--- src/rtl/conv_read_seq_pkg.sv ---
package conv_read_seq_pkg;

    localparam int DEV_W   = 5;
    localparam int CHAN_W  = 4;
    localparam int DATA_W  = 12;
    localparam int REG_W   = 6;
    localparam int VAL_W   = 8;
    localparam int WORD_W  = 32;

    // positions inside a received conversion frame
    localparam int RX_DEV_LSB  = 27;
    localparam int RX_CHAN_LSB = 23;
    localparam int RX_DATA_LSB = 11;

    localparam logic [REG_W-1:0]  REG_READ_SEL = 6'h1C;
    localparam logic [REG_W-1:0]  REG_CTRL_HI  = 6'h0D;
    localparam logic [DEV_W-1:0]  DEV_MASTER   = '0;
    localparam logic [WORD_W-1:0] FILLER_WORD  = 32'hF800_030A;

    localparam logic [1:0] INPUT_ALL  = 2'b00;
    localparam logic [1:0] READBK_ALL = 2'b00;
    localparam logic [1:0] READBK_OFF = 2'b11;

    localparam int CONV_NS       = 720;
    localparam int CONV_PER_PART = 12;
    localparam int CHAIN_STEP_NS = 250;
    localparam int SETTLE_NS     = 5000;
    localparam int TICK_NS       = 1000;

    typedef enum logic [2:0] {
        SQ_IDLE,
        SQ_SEL,
        SQ_OFF,
        SQ_ON,
        SQ_WAIT,
        SQ_READ
    } seq_state_e;

    typedef enum logic [1:0] {
        RS_OK       = 2'b00,
        RS_CRC_ERR  = 2'b01,
        RS_ADDR_ERR = 2'b10
    } rd_status_e;

    function automatic logic [11:0] acq_time_ns(input logic [1:0] code);
        case (code)
            2'd0:    acq_time_ns = 12'd470;
            2'd1:    acq_time_ns = 12'd1030;
            2'd2:    acq_time_ns = 12'd1510;
            default: acq_time_ns = 12'd1945;
        endcase
    endfunction

endpackage

--- src/rtl/seq_conv_delay.sv ---
module seq_conv_delay
    import conv_read_seq_pkg::*;
#(
    parameter int TAIL_W = 3,
    parameter int NS_W   = 20
) (
    input  logic [1:0]        acq,
    input  logic [1:0]        avg,
    input  logic [TAIL_W-1:0] tail,
    output logic [NS_W-1:0]   wait_ns
);
    logic [NS_W-1:0] tacq;
    logic [NS_W-1:0] per_sample;
    logic [NS_W-1:0] chain_ns;

    always_comb begin
        tacq       = NS_W'(acq_time_ns(acq));
        per_sample = (tacq + NS_W'(CONV_NS)) * NS_W'(CONV_PER_PART);
        chain_ns   = NS_W'(tail) * NS_W'(CHAIN_STEP_NS);
        wait_ns    = (per_sample << avg) - tacq + chain_ns;
    end
endmodule

--- src/rtl/seq_wait_timer.sv ---
module seq_wait_timer
    import conv_read_seq_pkg::*;
#(
    parameter int NS_W = 20
) (
    input  logic            clk,
    input  logic            rst_n,
    input  logic            load,
    input  logic [NS_W-1:0] load_ns,
    input  logic            tick,
    output logic            fire
);
    typedef struct packed {
        logic [NS_W-1:0] rem;
        logic            run;
    } tmr_t;

    tmr_t t_d, t_q;

    assign fire = t_q.run && tick && (t_q.rem <= NS_W'(TICK_NS));

    always_comb begin
        t_d = t_q;
        if (load) begin
            t_d.rem = load_ns + NS_W'(SETTLE_NS);
            t_d.run = 1'b1;
        end else if (t_q.run && tick) begin
            if (fire) begin
                t_d.run = 1'b0;
                t_d.rem = '0;
            end else begin
                t_d.rem = t_q.rem - NS_W'(TICK_NS);
            end
        end
    end

    always_ff @(posedge clk or negedge rst_n) begin
        if (!rst_n) t_q <= '0;
        else        t_q <= t_d;
    end
endmodule

--- src/rtl/seq_result_check.sv ---
module seq_result_check
    import conv_read_seq_pkg::*;
(
    input  logic [WORD_W-1:0] rx,
    input  logic              crc_ok,
    input  logic [DEV_W-1:0]  exp_dev,
    input  logic [CHAN_W-1:0] exp_chan,
    output rd_status_e        verdict,
    output logic [DATA_W-1:0] data
);
    logic [DEV_W-1:0]  got_dev;
    logic [CHAN_W-1:0] got_chan;
    logic [DATA_W-1:0] got_data;
    logic              unused_rx_tail;

    assign got_dev        = rx[RX_DEV_LSB  +: DEV_W];
    assign got_chan       = rx[RX_CHAN_LSB +: CHAN_W];
    assign got_data       = rx[RX_DATA_LSB +: DATA_W];
    assign unused_rx_tail = ^rx[RX_DATA_LSB-1:0];

    always_comb begin
        verdict = RS_OK;
        data    = got_data;
        if (!crc_ok) begin
            verdict = RS_CRC_ERR;
            data    = '0;
        end else if ((got_dev != exp_dev) || (got_chan != exp_chan)) begin
            verdict = RS_ADDR_ERR;
            data    = '0;
        end
    end
endmodule

--- src/rtl/conv_read_seq.sv ---
module conv_read_seq
    import conv_read_seq_pkg::*;
#(
    parameter int TAIL_W = 3,
    parameter int NS_W   = 20
) (
    input  logic              clk,
    input  logic              rst_n,
    input  logic [1:0]        cfg_acq,
    input  logic [TAIL_W-1:0] cfg_tail,
    input  logic              req_valid,
    input  logic [4:0]        req_dev,
    input  logic [3:0]        req_chan,
    input  logic [1:0]        req_avg,
    input  logic              us_tick,
    output logic              wr_valid,
    input  logic              wr_ready,
    output logic [4:0]        wr_dev,
    output logic [5:0]        wr_reg,
    output logic [7:0]        wr_val,
    output logic              wr_all,
    output logic              rd_req,
    output logic [31:0]       rd_tx,
    input  logic              rd_done,
    input  logic [31:0]       rd_rx,
    input  logic              rd_crc_ok,
    output logic              busy,
    output logic              done,
    output logic [1:0]        status,
    output logic [11:0]       result
);
    localparam int PAD_W = VAL_W - CHAN_W - 2;

    typedef struct packed {
        seq_state_e        state;
        logic [DEV_W-1:0]  dev;
        logic [CHAN_W-1:0] chan;
        logic [1:0]        avg;
        logic [1:0]        acq;
        logic [TAIL_W-1:0] tail;
        logic              done;
        rd_status_e        status;
        logic [DATA_W-1:0] result;
    } seq_regs_t;

    seq_regs_t r_d, r_q;

    logic [NS_W-1:0]   wait_ns;
    logic              tmr_load;
    logic              tmr_fire;
    rd_status_e        chk_verdict;
    logic [DATA_W-1:0] chk_data;

    seq_conv_delay #(.TAIL_W(TAIL_W), .NS_W(NS_W)) u_delay (
        .acq     (r_q.acq),
        .avg     (r_q.avg),
        .tail    (r_q.tail),
        .wait_ns (wait_ns)
    );

    seq_wait_timer #(.NS_W(NS_W)) u_timer (
        .clk     (clk),
        .rst_n   (rst_n),
        .load    (tmr_load),
        .load_ns (wait_ns),
        .tick    (us_tick),
        .fire    (tmr_fire)
    );

    seq_result_check u_check (
        .rx       (rd_rx),
        .crc_ok   (rd_crc_ok),
        .exp_dev  (r_q.dev),
        .exp_chan (r_q.chan),
        .verdict  (chk_verdict),
        .data     (chk_data)
    );

    assign tmr_load = (r_q.state == SQ_ON) && wr_ready;

    // write fields per preamble step
    always_comb begin
        wr_valid = 1'b0;
        wr_dev   = r_q.dev;
        wr_reg   = REG_CTRL_HI;
        wr_val   = '0;
        wr_all   = 1'b0;
        case (r_q.state)
            SQ_SEL: begin
                wr_valid = 1'b1;
                wr_reg   = REG_READ_SEL;
                wr_val   = {{PAD_W{1'b0}}, r_q.chan, 2'b00};
            end
            SQ_OFF: begin
                wr_valid = 1'b1;
                wr_dev   = DEV_MASTER;
                wr_all   = 1'b1;
                wr_val   = {INPUT_ALL, READBK_OFF, 1'b0, r_q.avg, 1'b0};
            end
            SQ_ON: begin
                wr_valid = 1'b1;
                wr_val   = {INPUT_ALL, READBK_ALL, 1'b1, r_q.avg, 1'b0};
            end
            default: ;
        endcase
    end

    assign rd_req = (r_q.state == SQ_READ);
    assign rd_tx  = rd_req ? FILLER_WORD : '0;
    assign busy   = (r_q.state != SQ_IDLE);
    assign done   = r_q.done;
    assign status = r_q.status;
    assign result = r_q.result;

    always_comb begin
        r_d      = r_q;
        r_d.done = 1'b0;
        case (r_q.state)
            SQ_IDLE: begin
                if (req_valid) begin
                    r_d.state = SQ_SEL;
                    r_d.dev   = req_dev;
                    r_d.chan  = req_chan;
                    r_d.avg   = req_avg;
                    r_d.acq   = cfg_acq;
                    r_d.tail  = cfg_tail;
                end
            end
            SQ_SEL:  if (wr_ready) r_d.state = SQ_OFF;
            SQ_OFF:  if (wr_ready) r_d.state = SQ_ON;
            SQ_ON:   if (wr_ready) r_d.state = SQ_WAIT;
            SQ_WAIT: if (tmr_fire) r_d.state = SQ_READ;
            SQ_READ: begin
                if (rd_done) begin
                    r_d.state  = SQ_IDLE;
                    r_d.done   = 1'b1;
                    r_d.status = chk_verdict;
                    r_d.result = chk_data;
                end
            end
            default: r_d.state = SQ_IDLE;
        endcase
    end

    always_ff @(posedge clk or negedge rst_n) begin
        if (!rst_n) r_q <= '0;
        else        r_q <= r_d;
    end
endmodule

--- config.mk ---
export PLATFORM = sky130hd
export DESIGN_NAME = conv_read_seq
export DESIGN_NICKNAME = d
export VERILOG_FILES = /design/src/rtl/conv_read_seq_pkg.sv /design/src/rtl/seq_conv_delay.sv /design/src/rtl/seq_wait_timer.sv /design/src/rtl/seq_result_check.sv /design/src/rtl/conv_read_seq.sv
export SDC_FILE = /design/constraint.sdc
export NUM_CORES = 1
export LEC_CHECK = 0
export BUFFER_PORTS_ARGS = -buffer_cell sky130_fd_sc_hd__buf_4
export CORE_MARGIN = 1
export CORE_UTILIZATION = 35
export CTS_BUF_LIST = sky130_fd_sc_hd__clkbuf_2 sky130_fd_sc_hd__clkbuf_4 sky130_fd_sc_hd__clkbuf_8
export DETAILED_ROUTE_END_ITERATION = 10
export GPL_ROUTABILITY_DRIVEN = 0
export PLACE_DENSITY = 0.67
export SLEW_MARGIN = 20
export SYNTH_ARGS = -nofsm -noshare
export SYNTH_HDL_FRONTEND = slang
export SYNTH_SLANG_ARGS = --single-unit
--- constraint.sdc ---
create_clock -name clk -period 4.95 [get_ports clk]
set_input_delay 0.7425 -clock clk [delete_from_list [all_inputs] [get_ports clk]]
set_output_delay 0.7425 -clock clk [all_outputs]
set_load 0.02 [all_outputs]
==> flow_metrics.py, run 1 <==
metrics = {
    "cells_and_area": {
        "area_used_by_multi_input_combinational_logic_um2": 3157,
        "num_antenna_cells": 0,
        "layout-area-overhead-vs-synth_pct": 12.98,
        "design.final.nets": 748,
        "final_common_cell": "buf_4",
        "stdcell_count": 809,
        "fillers": 1412,
        "drive_above_1_share_pct": 19.08,
        "top_library_cells_by_usage_in_the_layout_fill_and_taps_aside": "buf_4 (90), dfrtp_1 (54), ha_1 (52)",
        "ff_latch_area_um2": 1378,
        "finish.utilization_pct": 40.80,
    },
    "hold_path": {
        "min_path_type": "in -> async",
    },
    "worst_setup_path": {
        "worstSetupEndpointType": "flip-flop",
        "startpoint": "r_q[16]",
        "timing.rr.start": "r_q[16]",
        "timing.critical_path.from_type": "flip-flop",
        "crit_path_max_fanout": 6,
        "r2r_cells": 14,
        "worst-setup-path-type": "reg -> reg",
        "worst_ep_required_time_ns": 5.14,
        "critPathArrivalTime_ns": 4.86,
    },
    "global_routing": {
        "grt_pass1_vias": 3892,
        "globalRoute.totalOverflow": 0,
        "maximum_number_of_pins_on_one_net_before_global_route_repair": 56,
        "track_usage_pct": 15.00,
        "first_pass_grt_wire_length_um": 18060,
        "grt_antenna_before_repair": 0,
    },
    "yosys": {
        "synth.yosys.seq_area_share_pct": 27.25,
        "post_synth_instance_area_um2": 5051,
        "ys_ff_latch": 55,
        "yosysUniqueCellTypes": 56,
        "synth_edf_count": 0,
        "synth_warnings": 0,
        "synth_flop_cell": "dfrtp_1",
        "synth_cells": 575,
        "syn_area_per_cell_um2": 8.785,
        "postSynth.asyncResetShare_pct": 100.0,
    },
    "clocking": {
        "cts_hold_buf": 0,
        "clk_path_buf_depth": 2,
        "h_tree_depth_reported_by_cts": 2,
        "cts_tree": "yes",
        "clock_insertion_delay_at_the_later_pin_of_the_skew_report_ns": 0.33,
        "cts_sink_count": 55,
        "cts_inserted_buffers": 5,
        "clock-root-buffer": "clkbuf_8",
        "clock_pin_slew_of_the_registers_on_the_worst_case_setup_and_hold_paths_ns": 0.10,
        "number_of_setup_buffers_added_after_cts": 0,
    },
    "detailed_routing": {
        "route.antenna.remaining_nets": 0,
        "routed-via-count": 4071,
        "detail_route.drc_violations": 0,
        "routed_wirelength_um": 11030,
        "viasPerCell": 5.032,
        "avgRoutedWirePerCell_um": 13.64,
        "dr.pass1.iters": 5,
        "dr.first_iter.drc_count": 169,
    },
    "timing": {
        "tightest_slew_ns": 1.068,
        "fin_skew_ns": 0.008000,
        "setup_viol_count_final": 0,
        "timing.slew.headroom_pct": 28.64,
        "finalMaxSlewViolations": 0,
        "setup_repair_after_global_routing_missed_its_margin": "false",
        "timing.final.crit_share_pct": 94.32,
        "finalWorstPathRequiredPeriod_ns": 4.669,
        "finalSetupTns_ns": 0,
        "maxClockFrequency_mhz": 214.2,
        "final_hold_viol_count": 0,
    },
    "floorplan": {
        "design.die.area_um2": 14920,
        "chipHeight_um": 122.1,
        "die_width_um": 122.1,
        "start_util_pct": 36.11,
        "pin_count": 125,
        "coreArea_um2": 13990,
        "fp-row-count": 43,
    },
    "flow_run": {
        "drv.max_cap_violation_count": 0,
    },
    "outcome": {
        "status": "completed",
    },
    "placement": {
        "dp.cells": 801,
        "place.port_buffers": 83,
        "dp_hpwl_um": 8625,
    },
}
-- synth_stat cells, types with 3 or more instances --
| master | n | area (um^2) |
|---|---|---|
| mux2_2 | 13 | 146.4 |
| nor3_1 | 15 | 75.07 |
| and3_1 | 3 | 18.77 |
| a31oi_1 | 4 | 25.02 |
| o31ai_1 | 5 | 37.54 |
| or3_1 | 3 | 18.77 |
| clkbuf_1 | 16 | 60.06 |
| xnor2_1 | 16 | 140.1 |
| and2_1 | 3 | 18.77 |
| nor2b_1 | 15 | 93.84 |
| dfrtp_1 | 55 | 1376 |
| xor2_1 | 13 | 113.9 |
| o21bai_1 | 3 | 22.52 |
| nor4_1 | 4 | 25.02 |
| nand4_1 | 3 | 18.77 |
| ha_1 | 52 | 650.6 |
| fa_1 | 13 | 260.3 |
| o21a_1 | 5 | 37.54 |
| nand3_1 | 12 | 60.06 |
| a221oi_1 | 4 | 35.03 |
| inv_1 | 40 | 150.1 |
| nand2_1 | 46 | 172.7 |
| a21oi_1 | 35 | 175.2 |
| o21ai_0 | 41 | 205.2 |
| nor2_1 | 30 | 112.6 |
| a211oi_1 | 6 | 45.04 |
| a21o_1 | 10 | 75.07 |
| buf_4 | 53 | 397.9 |
| nand2b_1 | 6 | 37.54 |
| mux2i_1 | 6 | 60.06 |
| a22o_1 | 12 | 105.1 |
-- layout make-up --
type	count	area share (%)
clock buffers	6	1.447
clock inverters	2	0.6797
inverters	40	2.631
multi-input cells	436	55.32
flip-flops and latches	55	24.14
well taps	180	3.947
repair buffers	90	11.84
-- registers in the layout, summed over array words and instances (netlist names) --
signal / cells
u_timer.t_q: 21
r_q: 19
result: 12
status: 2
done: 1
-- worst max-delay path, cell delays in order (launching register included) --
cell and delay, ns:
dfrtp_2 0.48, fa_1 0.52, fa_1 0.48, fa_1 0.46, fa_1 0.41, fa_1 0.47, ha_1 0.38, o21a_1 0.20
o211ai_1 0.23, o31ai_2 0.11, a221oi_1 0.31, buf_4 0.19, nor2_1 0.05, mux2i_1 0.15, o22ai_1 0.10
-- stage by stage --
stage	hold slack (ns)	area [um^2]	worst slack (ns)
detailed placement	0.4733	5579	0.1911
global route	0.5147	5707	0.02606
CTS	0.4812	5700	0.1643
floorplan	0.4469	5156	0.4845
global placement	0.4698	5579	0.3017
finish	0.4515	5707	0.2813
-- layer usage --
layer  GRT usage [%]  wire [um]  vias to the layer above
li1                -          -                     2021
met1           19.18       4919                     1917
met2           25.56       5556                      124
met3           2.856        456                        9
met4           4.345        101                        0
met5               0          0                        -
-- cells by family after synthesis --
group / count (synthesis) / synth area share, %
adder cells (fa/ha/maj): 65 / 18.03
XOR/XNOR: 29 / 5.028
AND/OR/NAND/NOR: 151 / 14.74
multiplexers: 20 / 4.533
other: 2 / 0.1487
buffers and inverters: 112 / 12.43
AO/OA/AOI/OAI: 141 / 17.83
flip-flops: 55 / 27.25
-- what timing repair did --
action                                  in CTS  in global routing
gates resized for setup                      0                  2
endpoints found under the setup margin       0                  1
hold endpoints to repair                     0                  0
-- final timing paths --
kind                                   end  slack (ns)
setup / recovery           u_timer.t_q[20]        0.28
max in group asynchronous          r_q[16]        3.99
min in group clk                 status[0]        0.49
hold / removal                   result[5]        0.45
setup reg to reg           u_timer.t_q[20]        0.28
hold reg to reg                  status[0]        0.49
Power of run 1 is not shown: default switching activity piles up to over one toggle a cycle in this logic, so the estimate is an artifact.
==> run 2, diff against run 1 <==
--- a/config.mk
+++ b/config.mk
@@ -7,12 +7,12 @@
 export LEC_CHECK = 0
 export BUFFER_PORTS_ARGS = -buffer_cell sky130_fd_sc_hd__buf_4
 export CORE_MARGIN = 1
-export CORE_UTILIZATION = 35
+export CORE_UTILIZATION = 30
 export CTS_BUF_LIST = sky130_fd_sc_hd__clkbuf_2 sky130_fd_sc_hd__clkbuf_4 sky130_fd_sc_hd__clkbuf_8
 export DETAILED_ROUTE_END_ITERATION = 10
 export GPL_ROUTABILITY_DRIVEN = 0
-export PLACE_DENSITY = 0.67
-export SLEW_MARGIN = 20
+export PLACE_DENSITY = 0.61
+export SLEW_MARGIN = 15
 export SYNTH_ARGS = -nofsm -noshare
 export SYNTH_HDL_FRONTEND = slang
 export SYNTH_SLANG_ARGS = --single-unit
==> flow_metrics.py, run 2 (synthesized netlist as in run 1, its figures left out) <==
metrics = {
    "cells_and_area": {
        "largest-register": "u_timer.t_q",
        "final_common_cell": "buf_4",
        "finish.instance_area_um2": 5753,
        "number_of_flip_flops_under_the_largest_register_name": 21,
        "drive_above_1_share_pct": 19.43,
        "fillers": 1739,
        "top_library_cells_by_usage_in_the_layout_fill_and_taps_aside": "buf_4 (94), dfrtp_1 (55), ha_1 (52)",
        "design.final.nets": 752,
        "area_used_by_multi_input_combinational_logic_um2": 3154,
        "layout-area-overhead-vs-synth_pct": 13.90,
        "ff_latch_area_um2": 1376,
        "finish.utilization_pct": 34.81,
        "num_antenna_cells": 0,
    },
    "timing": {
        "finalSetupTns_ns": 0,
        "finalMaxSlewViolations": 0,
        "timing.final.crit_share_pct": 94.82,
        "finalWorstPathRequiredPeriod_ns": 4.694,
        "timing.slew.headroom_pct": 31.76,
        "final_hold_viol_count": 0,
        "setup_repair_after_global_routing_missed_its_margin": "false",
        "maxClockFrequency_mhz": 213.1,
        "setup_viol_count_final": 0,
        "tightest_slew_ns": 1.021,
        "hold_ws_ns": 0.4323,
        "fin_skew_ns": 0.007470,
    },
    "global_routing": {
        "track_usage_pct": 13.40,
        "grt_antenna_before_repair": 0,
        "grt_pass1_vias": 3757,
        "first_pass_grt_wire_length_um": 18930,
        "globalRoute.totalOverflow": 0,
        "maximum_number_of_pins_on_one_net_before_global_route_repair": 56,
    },
    "clocking": {
        "postCtsResizedCells": 0,
        "cts_sink_count": 55,
        "cts_inserted_buffers": 5,
        "cts_tree": "yes",
        "clock_insertion_delay_at_the_later_pin_of_the_skew_report_ns": 0.34,
        "clk_path_buf_depth": 2,
        "clock_pin_slew_of_the_registers_on_the_worst_case_setup_and_hold_paths_ns": 0.11,
        "clock-root-buffer": "clkbuf_8",
        "cts_hold_buf": 0,
        "h_tree_depth_reported_by_cts": 2,
        "number_of_setup_buffers_added_after_cts": 0,
    },
    "detailed_routing": {
        "dr.pass1.iters": 4,
        "dr.first_iter.drc_count": 124,
        "route.antenna.remaining_nets": 0,
        "routed_wirelength_um": 11160,
        "top_layer_used": "met4",
        "avgRoutedWirePerCell_um": 13.08,
        "routed-via-count": 3927,
        "viasPerCell": 4.604,
        "detail_route.drc_violations": 0,
        "met2_wirelength_um": 5308,
        "drt-met1-wl_um": 5416,
        "met3_wirelength_um": 262,
    },
    "floorplan": {
        "chipHeight_um": 131.8,
        "fp-row-count": 47,
        "start_util_pct": 30.57,
        "design.die.area_um2": 17360,
        "die_width_um": 131.8,
        "coreArea_um2": 16520,
        "pin_count": 125,
    },
    "worst_setup_path": {
        "critPathArrivalTime_ns": 4.89,
        "crit_path_max_fanout": 6,
        "r2r_cells": 14,
        "worst-setup-path-type": "reg -> reg",
        "timing.rr.start": "r_q[16]",
        "reg2reg_slack_ns": 0.26,
        "r2r-end": "u_timer.t_q[19]",
        "worstSetupEndpointType": "flip-flop",
        "worst_ep_required_time_ns": 5.15,
        "timing.critical_path.from_type": "flip-flop",
    },
    "placement": {
        "place.port_buffers": 83,
        "dp_hpwl_um": 8676,
        "detailed_place.area_um2": 5662,
    },
    "outcome": {
        "status": "completed",
    },
    "hold_path": {
        "min_path_type": "in -> async",
    },
    "flow_run": {
        "drv.max_cap_violation_count": 0,
    },
}
==> run 2: worst max path at each step <==
stage	endpoint	start	slack, ns
floorplan	u_timer.t_q[20]	r_q[16]	0.48
global placement	u_timer.t_q[19]	r_q[16]	0.27
detailed placement	u_timer.t_q[19]	r_q[16]	0.27
CTS	u_timer.t_q[19]	r_q[16]	0.23
global route	u_timer.t_q[19]	r_q[16]	0.07
finish	u_timer.t_q[19]	r_q[16]	0.26
==> run 2: cell type report <==
class | instances | share of cell area (%)
clock buffer | 5 | 1.196
clock inverter | 3 | 0.3915
inverter | 40 | 2.610
timing repair buffer | 94 | 12.27
multi-input combinational | 436 | 54.83
sequential | 55 | 23.92
tap | 220 | 4.785
==> run 2: layer usage <==
metal,track usage [%],vias up
met5,0,-
met4,4.457,0
met3,2.115,9
met2,22.28,56
met1,17.69,1829
li1,-,2033
==> run 2: critical path: stages (launching register included) <==
cell	delay [ns]
dfrtp_1	0.48
fa_1	0.54
fa_1	0.48
fa_1	0.51
fa_1	0.42
ha_1	0.31
ha_1	0.33
buf_4	0.16
a21o_1	0.16
a21oi_1	0.17
a21boi_0	0.15
a211o_1	0.34
a41oi_1	0.26
xor2_1	0.16
o21ai_0	0.08
==> run 2: stage by stage <==
stage | worst slack [ns] | std cells
2_1_floorplan | 0.4845 | 603
3_3_place_gp | 0.2701 | 845
3_5_place_dp | 0.2657 | 845
4_1_cts | 0.2334 | 853
5_1_grt | 0.07083 | 853
6_report | 0.2565 | 853
Power of run 2 is left out for the same reason.
